[src/rtl/authseq_pkg.sv]
package authseq_pkg;
  localparam logic [7:0] OP_H0    = 8'h08;
  localparam logic [7:0] OP_H1    = 8'h40;
  localparam logic [7:0] OP_CMP   = 8'h80;
  localparam logic [7:0] OP_READ  = 8'h02;
  localparam logic [7:0] OP_PERS  = 8'h20;
  localparam logic [7:0] OP_BURN  = 8'h10;
  localparam logic [7:0] OP_PAUSE = 8'h00;

  localparam logic [5:0] LEN_H0    = 6'd39;
  localparam logic [5:0] LEN_H1    = 6'd20;
  localparam logic [5:0] LEN_CMP   = 6'd39;
  localparam logic [5:0] LEN_READ  = 6'd7;
  localparam logic [5:0] LEN_PERS  = 6'd39;
  localparam logic [5:0] LEN_BURN  = 6'd18;
  localparam logic [5:0] LEN_PAUSE = 6'd7;

  localparam logic [7:0] ST_OK  = 8'h00;
  localparam logic [7:0] ST_ERR = 8'h0F;

  typedef enum logic [1:0] {MSG_FIRST, MSG_FIN, MSG_PERS} msgSel_t;
  typedef enum logic [1:0] {S_IDLE, S_EXEC, S_WAIT, S_PAUSE} state_t;

  typedef struct packed {
    logic    latch;
    logic    loadDigest;
    logic    loadPers;
    msgSel_t msgSel;
  } dpCtrl_t;
endpackage

[src/rtl/authseq_dp.sv]
module authseq_dp
  import authseq_pkg::*;
(
  input  logic         clk,
  input  logic         rstN,
  input  dpCtrl_t      dpc,
  input  logic [7:0]   p1Q,
  input  logic [255:0] pktData,
  input  logic [255:0] keyWord,
  input  logic [63:0]  secretFuse,
  input  logic         fuseDisable,
  input  logic [255:0] hashDigest,
  output logic [511:0] hashMsg,
  output logic         match,
  output logic [87:0]  burnMap
);
  logic [255:0] dataQ, digestQ, persQ;
  logic [255:0] keyField;
  logic [63:0]  fuseField;

  always_ff @(posedge clk or negedge rstN) begin
    if (!rstN) begin
      dataQ   <= '0;
      digestQ <= '0;
      persQ   <= '0;
    end else begin
      if (dpc.latch)      dataQ   <= pktData;
      if (dpc.loadDigest) digestQ <= hashDigest;
      if (dpc.loadPers)   persQ   <= hashDigest;
    end
  end

  always_comb begin
    keyField  = (p1Q == 8'd1) ? {keyWord[255:64], secretFuse} : keyWord;
    fuseField = (p1Q[5] && fuseDisable) ? secretFuse : 64'd0;
    case (dpc.msgSel)
      MSG_FIN:  hashMsg = {dataQ[103:0], fuseField, 344'd0};
      MSG_PERS: hashMsg = {keyWord, dataQ};
      default:  hashMsg = {keyField, dataQ};
    endcase
  end

  assign match   = (dataQ == digestQ);
  assign burnMap = (p1Q == 8'd1) ? (dataQ[87:0] ^ persQ[255:168]) : dataQ[87:0];
endmodule

[src/rtl/authseq_ctrl.sv]
module authseq_ctrl
  import authseq_pkg::*;
#(
  parameter int unsigned WDOG_CYC  = 400_000_000,
  parameter int unsigned PAUSE_CYC = 2_500_000
) (
  input  logic        clk,
  input  logic        rstN,
  input  logic        wakeReq,
  input  logic        sleepReq,
  input  logic        pktValid,
  input  logic [5:0]  pktLen,
  input  logic [7:0]  pktOpcode,
  input  logic [7:0]  pktParam1,
  input  logic [15:0] pktParam2,
  input  logic        fuseDisable,
  input  logic        hashDone,
  input  logic        match,
  output dpCtrl_t     dpc,
  output logic [7:0]  p1Q,
  output logic [15:0] p2Q,
  output logic        hashStart,
  output logic        hashCont,
  output logic        rspValid,
  output logic [7:0]  rspStatus,
  output logic        readStrobe,
  output logic        readFuse,
  output logic [1:0]  readAddr,
  output logic        burnStrobe,
  output logic        awake,
  output logic        busy
);
  localparam int WDW = $clog2(WDOG_CYC + 1);
  localparam int PW  = $clog2(PAUSE_CYC + 1);

  state_t         state;
  logic [WDW-1:0] wdCnt;
  logic [PW-1:0]  pauseCnt;
  logic [5:0]     lenQ;
  logic [7:0]     opQ;
  logic           h0Ok, h1Ok, persRdy;
  logic           wdExp, goSleep, accept, cmdOk;

  assign wdExp   = (wdCnt == WDW'(WDOG_CYC - 1));
  assign goSleep = awake && (sleepReq || wdExp);
  assign accept  = awake && !goSleep && (state == S_IDLE) && pktValid;

  always_comb begin
    case (opQ)
      OP_H0:    cmdOk = (lenQ == LEN_H0);
      OP_H1:    cmdOk = (lenQ == LEN_H1) && (p2Q == 16'd0) && h0Ok;
      OP_CMP:   cmdOk = (lenQ == LEN_CMP) && (p1Q == 8'd0) && (p2Q == 16'd0) && h1Ok;
      OP_READ:  cmdOk = (lenQ == LEN_READ) && (p2Q[15:2] == 14'd0) &&
                        (((p1Q == 8'd0) && !p2Q[1]) || ((p1Q == 8'd1) && p2Q[1]));
      OP_PERS:  cmdOk = (lenQ == LEN_PERS) && (p1Q == 8'd0) && !fuseDisable;
      OP_BURN:  cmdOk = (lenQ == LEN_BURN) && (p2Q == 16'd0) && !fuseDisable &&
                        ((p1Q == 8'd0) || ((p1Q == 8'd1) && persRdy));
      OP_PAUSE: cmdOk = (lenQ == LEN_PAUSE) && (p1Q == 8'd0) && (p2Q == 16'd0);
      default:  cmdOk = 1'b0;
    endcase
  end

  always_comb begin
    dpc.latch      = accept;
    dpc.loadDigest = awake && (state == S_WAIT) && hashDone && (opQ == OP_H1);
    dpc.loadPers   = awake && (state == S_WAIT) && hashDone && (opQ == OP_PERS);
    dpc.msgSel     = (opQ == OP_H1) ? MSG_FIN : (opQ == OP_PERS) ? MSG_PERS : MSG_FIRST;
  end

  assign hashCont = (opQ == OP_H1);
  assign readFuse = p1Q[0];
  assign readAddr = p2Q[1:0];
  assign busy     = (state != S_IDLE);

  always_ff @(posedge clk or negedge rstN) begin
    if (!rstN) begin
      state <= S_IDLE; wdCnt <= '0; pauseCnt <= '0;
      lenQ <= '0; opQ <= '0; p1Q <= '0; p2Q <= '0;
      h0Ok <= 1'b0; h1Ok <= 1'b0; persRdy <= 1'b0; awake <= 1'b0;
      rspValid <= 1'b0; rspStatus <= ST_OK; hashStart <= 1'b0;
      readStrobe <= 1'b0; burnStrobe <= 1'b0;
    end else begin
      rspValid   <= 1'b0;
      hashStart  <= 1'b0;
      readStrobe <= 1'b0;
      burnStrobe <= 1'b0;
      if (goSleep) begin
        awake <= 1'b0; state <= S_IDLE;
        h0Ok <= 1'b0; h1Ok <= 1'b0; persRdy <= 1'b0;
      end else if (!awake) begin
        if (wakeReq) begin
          awake <= 1'b1;
          wdCnt <= '0;
        end
      end else begin
        wdCnt <= wdCnt + 1'b1;
        case (state)
          S_IDLE: if (pktValid) begin
            state <= S_EXEC;
            lenQ <= pktLen; opQ <= pktOpcode; p1Q <= pktParam1; p2Q <= pktParam2;
          end
          S_EXEC: begin
            state <= S_IDLE;
            if (!cmdOk) begin
              rspValid <= 1'b1; rspStatus <= ST_ERR;
            end else begin
              case (opQ)
                OP_H0: begin
                  h0Ok <= 1'b0; h1Ok <= 1'b0; hashStart <= 1'b1; state <= S_WAIT;
                end
                OP_H1, OP_PERS: begin
                  hashStart <= 1'b1; state <= S_WAIT;
                end
                OP_CMP: begin
                  rspValid <= 1'b1; rspStatus <= match ? ST_OK : ST_ERR;
                  h0Ok <= 1'b0; h1Ok <= 1'b0;
                end
                OP_READ: begin
                  rspValid <= 1'b1; rspStatus <= ST_OK; readStrobe <= 1'b1;
                end
                OP_BURN: begin
                  rspValid <= 1'b1; rspStatus <= ST_OK; burnStrobe <= 1'b1;
                end
                default: begin
                  state <= S_PAUSE; pauseCnt <= '0;
                end
              endcase
            end
          end
          S_WAIT: if (hashDone) begin
            rspValid <= 1'b1; rspStatus <= ST_OK; state <= S_IDLE;
            if (opQ == OP_H0) h0Ok <= 1'b1;
            if (opQ == OP_H1) h1Ok <= 1'b1;
            if (opQ == OP_PERS) persRdy <= 1'b1;
          end
          default: begin
            if (pauseCnt == PW'(PAUSE_CYC - 1)) begin
              rspValid <= 1'b1; rspStatus <= ST_OK; state <= S_IDLE;
            end else begin
              pauseCnt <= pauseCnt + 1'b1;
            end
          end
        endcase
      end
    end
  end

  AST_QUIET_ASLEEP: assert property (@(posedge clk) disable iff (!rstN)
    !awake |-> !rspValid && !hashStart && !readStrobe && !burnStrobe);
  AST_WDOG_RANGE: assert property (@(posedge clk) disable iff (!rstN)
    wdCnt < WDW'(WDOG_CYC));
  AST_START_PULSE: assert property (@(posedge clk) disable iff (!rstN)
    hashStart |=> !hashStart);
  AST_CMP_GATED: assert property (@(posedge clk) disable iff (!rstN)
    (awake && state == S_EXEC && opQ == OP_CMP && !h1Ok) |=> (!rspValid || rspStatus == ST_ERR));
  AST_BURN_LOCKED: assert property (@(posedge clk) disable iff (!rstN)
    burnStrobe |-> !$past(fuseDisable));
  AST_PAUSE_SILENT: assert property (@(posedge clk) disable iff (!rstN)
    (state == S_PAUSE) |-> !hashStart && !readStrobe && !burnStrobe);
endmodule

[src/rtl/authseq_top.sv]
module authseq_top
  import authseq_pkg::*;
#(
  parameter int unsigned WDOG_CYC  = 400_000_000,
  parameter int unsigned PAUSE_CYC = 2_500_000
) (
  input  logic         clk,
  input  logic         rstN,
  input  logic         wakeReq,
  input  logic         sleepReq,
  input  logic         pktValid,
  input  logic [5:0]   pktLen,
  input  logic [7:0]   pktOpcode,
  input  logic [7:0]   pktParam1,
  input  logic [15:0]  pktParam2,
  input  logic [255:0] pktData,
  output logic [15:0]  keySel,
  input  logic [255:0] keyWord,
  input  logic [63:0]  secretFuse,
  input  logic         fuseDisable,
  output logic         hashStart,
  output logic         hashCont,
  output logic [511:0] hashMsg,
  input  logic         hashDone,
  input  logic [255:0] hashDigest,
  output logic         rspValid,
  output logic [7:0]   rspStatus,
  output logic         readStrobe,
  output logic         readFuse,
  output logic [1:0]   readAddr,
  output logic         burnStrobe,
  output logic [87:0]  burnMap,
  output logic         awake,
  output logic         busy
);
  dpCtrl_t     dpc;
  logic [7:0]  p1Q;
  logic        match;

  authseq_ctrl #(.WDOG_CYC(WDOG_CYC), .PAUSE_CYC(PAUSE_CYC)) ctrl_i (
    .clk(clk), .rstN(rstN), .wakeReq(wakeReq), .sleepReq(sleepReq),
    .pktValid(pktValid), .pktLen(pktLen), .pktOpcode(pktOpcode),
    .pktParam1(pktParam1), .pktParam2(pktParam2), .fuseDisable(fuseDisable),
    .hashDone(hashDone), .match(match), .dpc(dpc), .p1Q(p1Q), .p2Q(keySel),
    .hashStart(hashStart), .hashCont(hashCont), .rspValid(rspValid),
    .rspStatus(rspStatus), .readStrobe(readStrobe), .readFuse(readFuse),
    .readAddr(readAddr), .burnStrobe(burnStrobe), .awake(awake), .busy(busy)
  );

  authseq_dp dp_i (
    .clk(clk), .rstN(rstN), .dpc(dpc), .p1Q(p1Q), .pktData(pktData),
    .keyWord(keyWord), .secretFuse(secretFuse), .fuseDisable(fuseDisable),
    .hashDigest(hashDigest), .hashMsg(hashMsg), .match(match), .burnMap(burnMap)
  );
endmodule

[config.mk]
export PLATFORM = sky130hd
export DESIGN_NAME = authseq_top
export DESIGN_NICKNAME = d
export VERILOG_FILES = /design/src/rtl/authseq_pkg.sv /design/src/rtl/authseq_dp.sv /design/src/rtl/authseq_ctrl.sv /design/src/rtl/authseq_top.sv
export SDC_FILE = /design/constraint.sdc
export NUM_CORES = 2
export LEC_CHECK = 0
export ABC_AREA = 1
export CELL_PAD_IN_SITES_DETAIL_PLACEMENT = 1
export CELL_PAD_IN_SITES_GLOBAL_PLACEMENT = 1
export CORE_AREA = 2 2 592 594
export CTS_CLUSTER_DIAMETER = 200
export CTS_CLUSTER_SIZE = 25
export DETAILED_ROUTE_END_ITERATION = 16
export DIE_AREA = 0 0 594 596
export DONT_BUFFER_PORTS = 1
export HOLD_SLACK_MARGIN = 0.03
export PLACE_DENSITY = 0.33
export SYNTH_ARGS = -nofsm -noshare
export SYNTH_HDL_FRONTEND = slang
export SYNTH_SLANG_ARGS = --single-unit
[constraint.sdc]
create_clock -name clk -period 6.45 [get_ports clk]
set_clock_uncertainty 0.2 [all_clocks]
set_input_delay 0.9675 -clock clk [delete_from_list [all_inputs] [get_ports clk]]
set_output_delay 0.9675 -clock clk [all_outputs]
set_load 0.02 [all_outputs]
## Word-level counts from Yosys, hierarchy flattened

Index checks and enable logic that the tools add are counted.

| word-level totals | value |
|---|---|
| register bits after elaboration | 875 |
| output and inout bits | 634 |
| word-level logic and storage cells | 182 |

| cells by class | value |
|---|---|
| add/subtract/negate cells | 2 |
| equality and inequality tests | 29 |
| multiplexer cells | 69 |
| bitwise gates (word level) | 4 |
| reduce and logical (&&, ||, !) cells | 59 |

Operators by type and width:

| cell | number |
|---|---|
| $pmux 512 s2 | 1 |
| $eq 256x256->1 | 1 |
| $mux 64 | 2 |
| $mux 88 | 1 |
| $xor 88x88->88 | 1 |
| $mux 22 | 3 |
| $mux 29 | 2 |
| $pmux 22 s2 | 1 |
| $mux 1 | 39 |
| $add 29x1->29 const B | 1 |
| $eq 29x29->1 const B | 1 |
| $logic_and 1x1->1 | 25 |
| $mux 8 | 3 |
| $pmux 8 s3 | 1 |
| $reduce_and 6->1 | 4 |
| $add 22x1->22 const B | 1 |
| $eq 22x22->1 const B | 1 |
| $logic_not 16->1 | 1 |
| $logic_not 8->1 | 2 |
| $mux 2 | 8 |
| $pmux 8 s2 | 1 |
| $ne 3x2->1 const B | 5 |
| $logic_not 14->1 | 1 |
| $eq 6x5->1 const B | 2 |
| other kinds (33) | 55 |

## Logic depth before layout (Yosys ltp)

| logic depth | value |
|---|---|
| word-level depth | 9 |
| depth in mapped cells | 16 |

## By module

A second synthesis with hierarchy kept.

| unflattened totals | value |
|---|---|
| cells, all modules | 4870 |
| area, all modules | 37242.0 um2 |

By module, submodules not included:

| module | times used | cells an instance | area each (um2) |
|---|---|---|---|
| authseq_dp | 1 | 3995 | 31275.0 |
| authseq_ctrl | 1 | 875 | 5967.0 |

## Least setup slack after synthesis

OpenSTA, ideal clock, no wires.

| timing path | value |
|---|---|
| path kind | register to output |
| from | register ctrl_i.opQ[2] |
| to | output hashMsg[414] |
| arrival time | 1944 ps |
| slack | 3339 ps |
| cell stages (with the launch flop) | 9 |
| cell sequence | dfrtp_1 nor2_1 nand2_1 nor2_2 inv_1 buf_2 clkbuf_1 clkbuf_1 o21ai_0 |

| on the way | value |
|---|---|
| cells in the longest elaborated chain, start to end | 5 |
| elaborated cells between the ends (all ways) | 7 |
| those cells by class | eq/ne (4); mux (3) |

RTL lines:

| what | RTL line | text |
|---|---|---|
| start: declaration | authseq_ctrl.sv:40 | `logic [7:0] opQ;` |
| start signal: assignment | authseq_ctrl.sv:100 | `lenQ <= pktLen; opQ <= pktOpcode; p1Q <= pktParam1; p2Q <= pktParam2;` |
| $eq 8x6->1 | authseq_ctrl.sv:67 | `dpc.msgSel = (opQ == OP_H1) ? MSG_FIN : (opQ == OP_PERS) ? MSG_PERS : MSG_FIRST;` |
| $mux 2 | authseq_ctrl.sv:67 |  |
| $mux 2 (*) | authseq_ctrl.sv:67 |  |
| $eq 2x2->1 or $eq 2x1->1 (tied branches) | authseq_dp.sv:36 | `case (dpc.msgSel)` |
| $pmux 512 s2 (*) | authseq_dp.sv:36 |  |
| end: declaration | authseq_top.sv:23 | `output logic [511:0] hashMsg,` |

Mark *: on every way between the ends. The rest lies on a longest branch, timed or not.

## Worst setup path in the final report

| timing path | value |
|---|---|
| from | register ctrl_i.opQ[2] |
| to | output hashMsg[489] |

The elaborated chain is that of the path after synthesis.

==> flow_summary_export.csv <==
group,metric,value,unit
critical_path,reg2reg_depth,12,
yosys,yosys.area_share.xor_xnor,0.0479,
yosys,yosys.area_share.simple,0.228,
clock_tree,cts_resized,0,
critical_path,reg2reg_slack,2.45,ns
yosys,netlist_area,37900,sq um
routing,first_pass_iters,5,
power_and_ir_drop,leakage,0.0204,uW
outcome,status,"finished, final reports clean",
timing,post-route-min-period,5.55,ns
critical_path,start_kind,"flop",
yosys,synthMuxAreaShare,0.0244,
yosys,ys_seq_area_frac,0.463,
yosys,synthTopCellsByArea,"dfrtp_1, nand2_1, nor2_1",
power_and_ir_drop,power_density,362,nW/um^2
timing,fin_tns_setup,0,ns
grt,antenna_found_initial,206,
power_and_ir_drop,peakVddDrop,168,uV
clock_tree,clock-sinks,700,
routing,drc,0,
grt,grt_pass1_vias,36200,
placement,routabilityCongestion,0.971,
routing,final_antenna_net_count,0,
yosys,ys_top_cells_by_count,"nand2_1, nor2_1, inv_1",
clock_tree,path_clk_slew,0.13,ns
floorplan,pin_count,1511,
grt,grt_pass1_wl,377000,um
critical_path,end_kind,"output pin",
critical_path,startpoint,"ctrl_i.opQ[2]",
critical_path,cp.arrival,4.39,ns
clock_tree,post_cts_buffers,0,
routing,drtIter0Drc,2054,
timing,worstMarginPinSlew,1.24,ns
yosys,synth_adder_area_share,0.00198,
routing,wl_per_cell,30.4,um
grt,overflow,0,
placement,io_buffers,0,
timing,hold_ws,0.122,ns
clock_tree,cts_buffers,34,
clock_tree,cts_tree,"yes",
timing,timing.final.crit_share,0.861,
critical_path,crit_required,5.28,ns
clock_tree,root_buffer,"clkbuf_16",
placement,placed_cells_incl_taps,9496,
clock_tree,htreeDepth,2,
min_path,min-delay-path-class,"in2async",
critical_path,r2r-end,"dp_i.dataQ[92]",
timing,hold_violations,0,
layout,area_growth,17.0,%
timing,slew_headroom,0.168,
floorplan,initial_core_util,0.109,
floorplan,die_h,596,um
routing,wirelength,291000,um
yosys,yosysMostFrequentCell,"nand2_1",
routing,viasPerCell,3.60,
floorplan,die_width,594,um
placement,dpl.hpwl,242000,um
floorplan,core,348000,sq um
timing,fmax,180,MHz
timing,rsz0062_at_grt,"false",
timing,drv_slew,0,
grt,track_usage,0.159,
critical_path,path_class,"reg2out",
yosys,synth_top_family_by_area,"simple AND/OR/NAND/NOR gates",
run,maxCapViolCount,0,
yosys,yosys_warnings,0,
yosys,synth_cells,5077,
yosys,synth-seq-cells,700,
floorplan,row_count,217,
yosys,syn_area_per_cell,7.46,sq um
clock_tree,clk_path_buf_depth,3,
timing,finalSetupViolCount,0,
clock_tree,clk_latency,0.72,ns
critical_path,worst-path-max-fanout,60,
routing,vias,34500,
yosys,ys_types,42,
floorplan,die-area,354000,sq um
grt,grt_max_degree,208,
power_and_ir_drop,finalPower,16000,uW
yosys,synth_top_cell_area_share,0.463,
layout,instances_no_fill,9591,
layout,nets,5819,
yosys,async_flop_share,1.00,
yosys,synth_edf_count,0,
critical_path,r2r-start,"ctrl_i.wdCnt[0]",
yosys,ys.flop_type,"dfrtp_1",
yosys,yosys.area.top_type,"dfrtp_1",
layout,drive_gt1_frac,0.0538,
yosys,synth-compound-area-share,0.126,
[timing repair]
item | CTS | global route
hold endpoints to repair | 24 | 0
setup endpoints to repair | 0 | 0
hold buffers | 2 | 0
[layer usage]
layer,GRT usage,vias to the layer above,wire [um]
met2,0.296,1340,151000
met4,0.0430,114,9370
met3,0.0593,429,24000
met5,0,-,780
met1,0.167,17200,107000
li1,-,15400,-
[area by class of cell]
class | count | area [sq um]
Fill cell | 41700 | 303000
Sequential cell | 700 | 17500
Multi-Input combinational cell | 3363 | 16300
Tap cell | 4599 | 5750
Inverter | 759 | 2860
Clock buffer | 36 | 880
Timing Repair Buffer | 78 | 813
Antenna cell | 52 | 130
Clock inverter | 4 | 67.6
[logic make-up after synthesis]
kind of cell,Yosys count
compound gates,873
xor+xnor,207
fa+ha+maj,6
buf+inv,1017
flops,700
mux,82
other cells,1
simple gates,2191
[sequential cells by signal (all words and copies together), names as in the netlist, 2 cells and up]
| signal | flops |
|---|---|
| dp_i.dataQ | 256 |
| ctrl_i.lenQ | 6 |
| ctrl_i.wdCnt | 29 |
| ctrl_i.state | 2 |
| ctrl_i.p2Q | 16 |
| dp_i.persQ | 88 |
| dp_i.digestQ | 256 |
| ctrl_i.pauseCnt | 22 |
| ctrl_i.p1Q | 8 |
| ctrl_i.opQ | 8 |
[stage by stage]
step | setup WS, ns | cell area [sq um] | utilization
floorplan | 3.34 | 37900 | -
global placement | 1.65 | 43100 | 0.124
detailed placement | 1.59 | 43200 | 0.124
CTS | 0.678 | 44200 | 0.127
global route | 0.577 | 44200 | 0.127
finish | 0.897 | 44300 | 0.127
[report_power, final]
part / leakage (uW) / total (uW) / switching (uW) / internal (uW)
clock network: 0.000462 / 2840 / 1840 / 1010
logic: 0.0115 / 6960 / 5620 / 1340
registers: 0.00837 / 6240 / 922 / 5310
total: 0.0204 / 16000 / 8380 / 7670
[how the worst max path moves through the flow]
stage | end | slack (ns) | cells past startpoint
2_1_floorplan | hashMsg[414] | 3.34 | 8
3_3_place_gp | hashMsg[484] | 1.65 | 7
3_5_place_dp | hashMsg[489] | 1.59 | 7
4_1_cts | hashMsg[489] | 0.68 | 7
5_1_grt | hashMsg[489] | 0.58 | 7
6_report | hashMsg[489] | 0.90 | 7
[critical path, stage by stage, from the launching register on]
cell	delay, ns
dfrtp_1	0.43
nor2_1	0.17
nand2_1	0.17
nor2_4	0.16
buf_4	0.53
inv_8	0.31
buf_4	0.48
o21ai_1	1.10
[cells in the final DEF (no fill, tap or decap), types with 62 or more instances in the layout]
master   count
buf_4       62
nand3_1    144
dfrtp_1    700
nand2_1   1069
inv_1      753
o31ai_1     70
o22ai_1     67
nor2_1     888
mux2_2      82
xor2_1     203
a21oi_1    354
o21ai_0    296
Note: power is estimated with default switching activity, not from simulation.
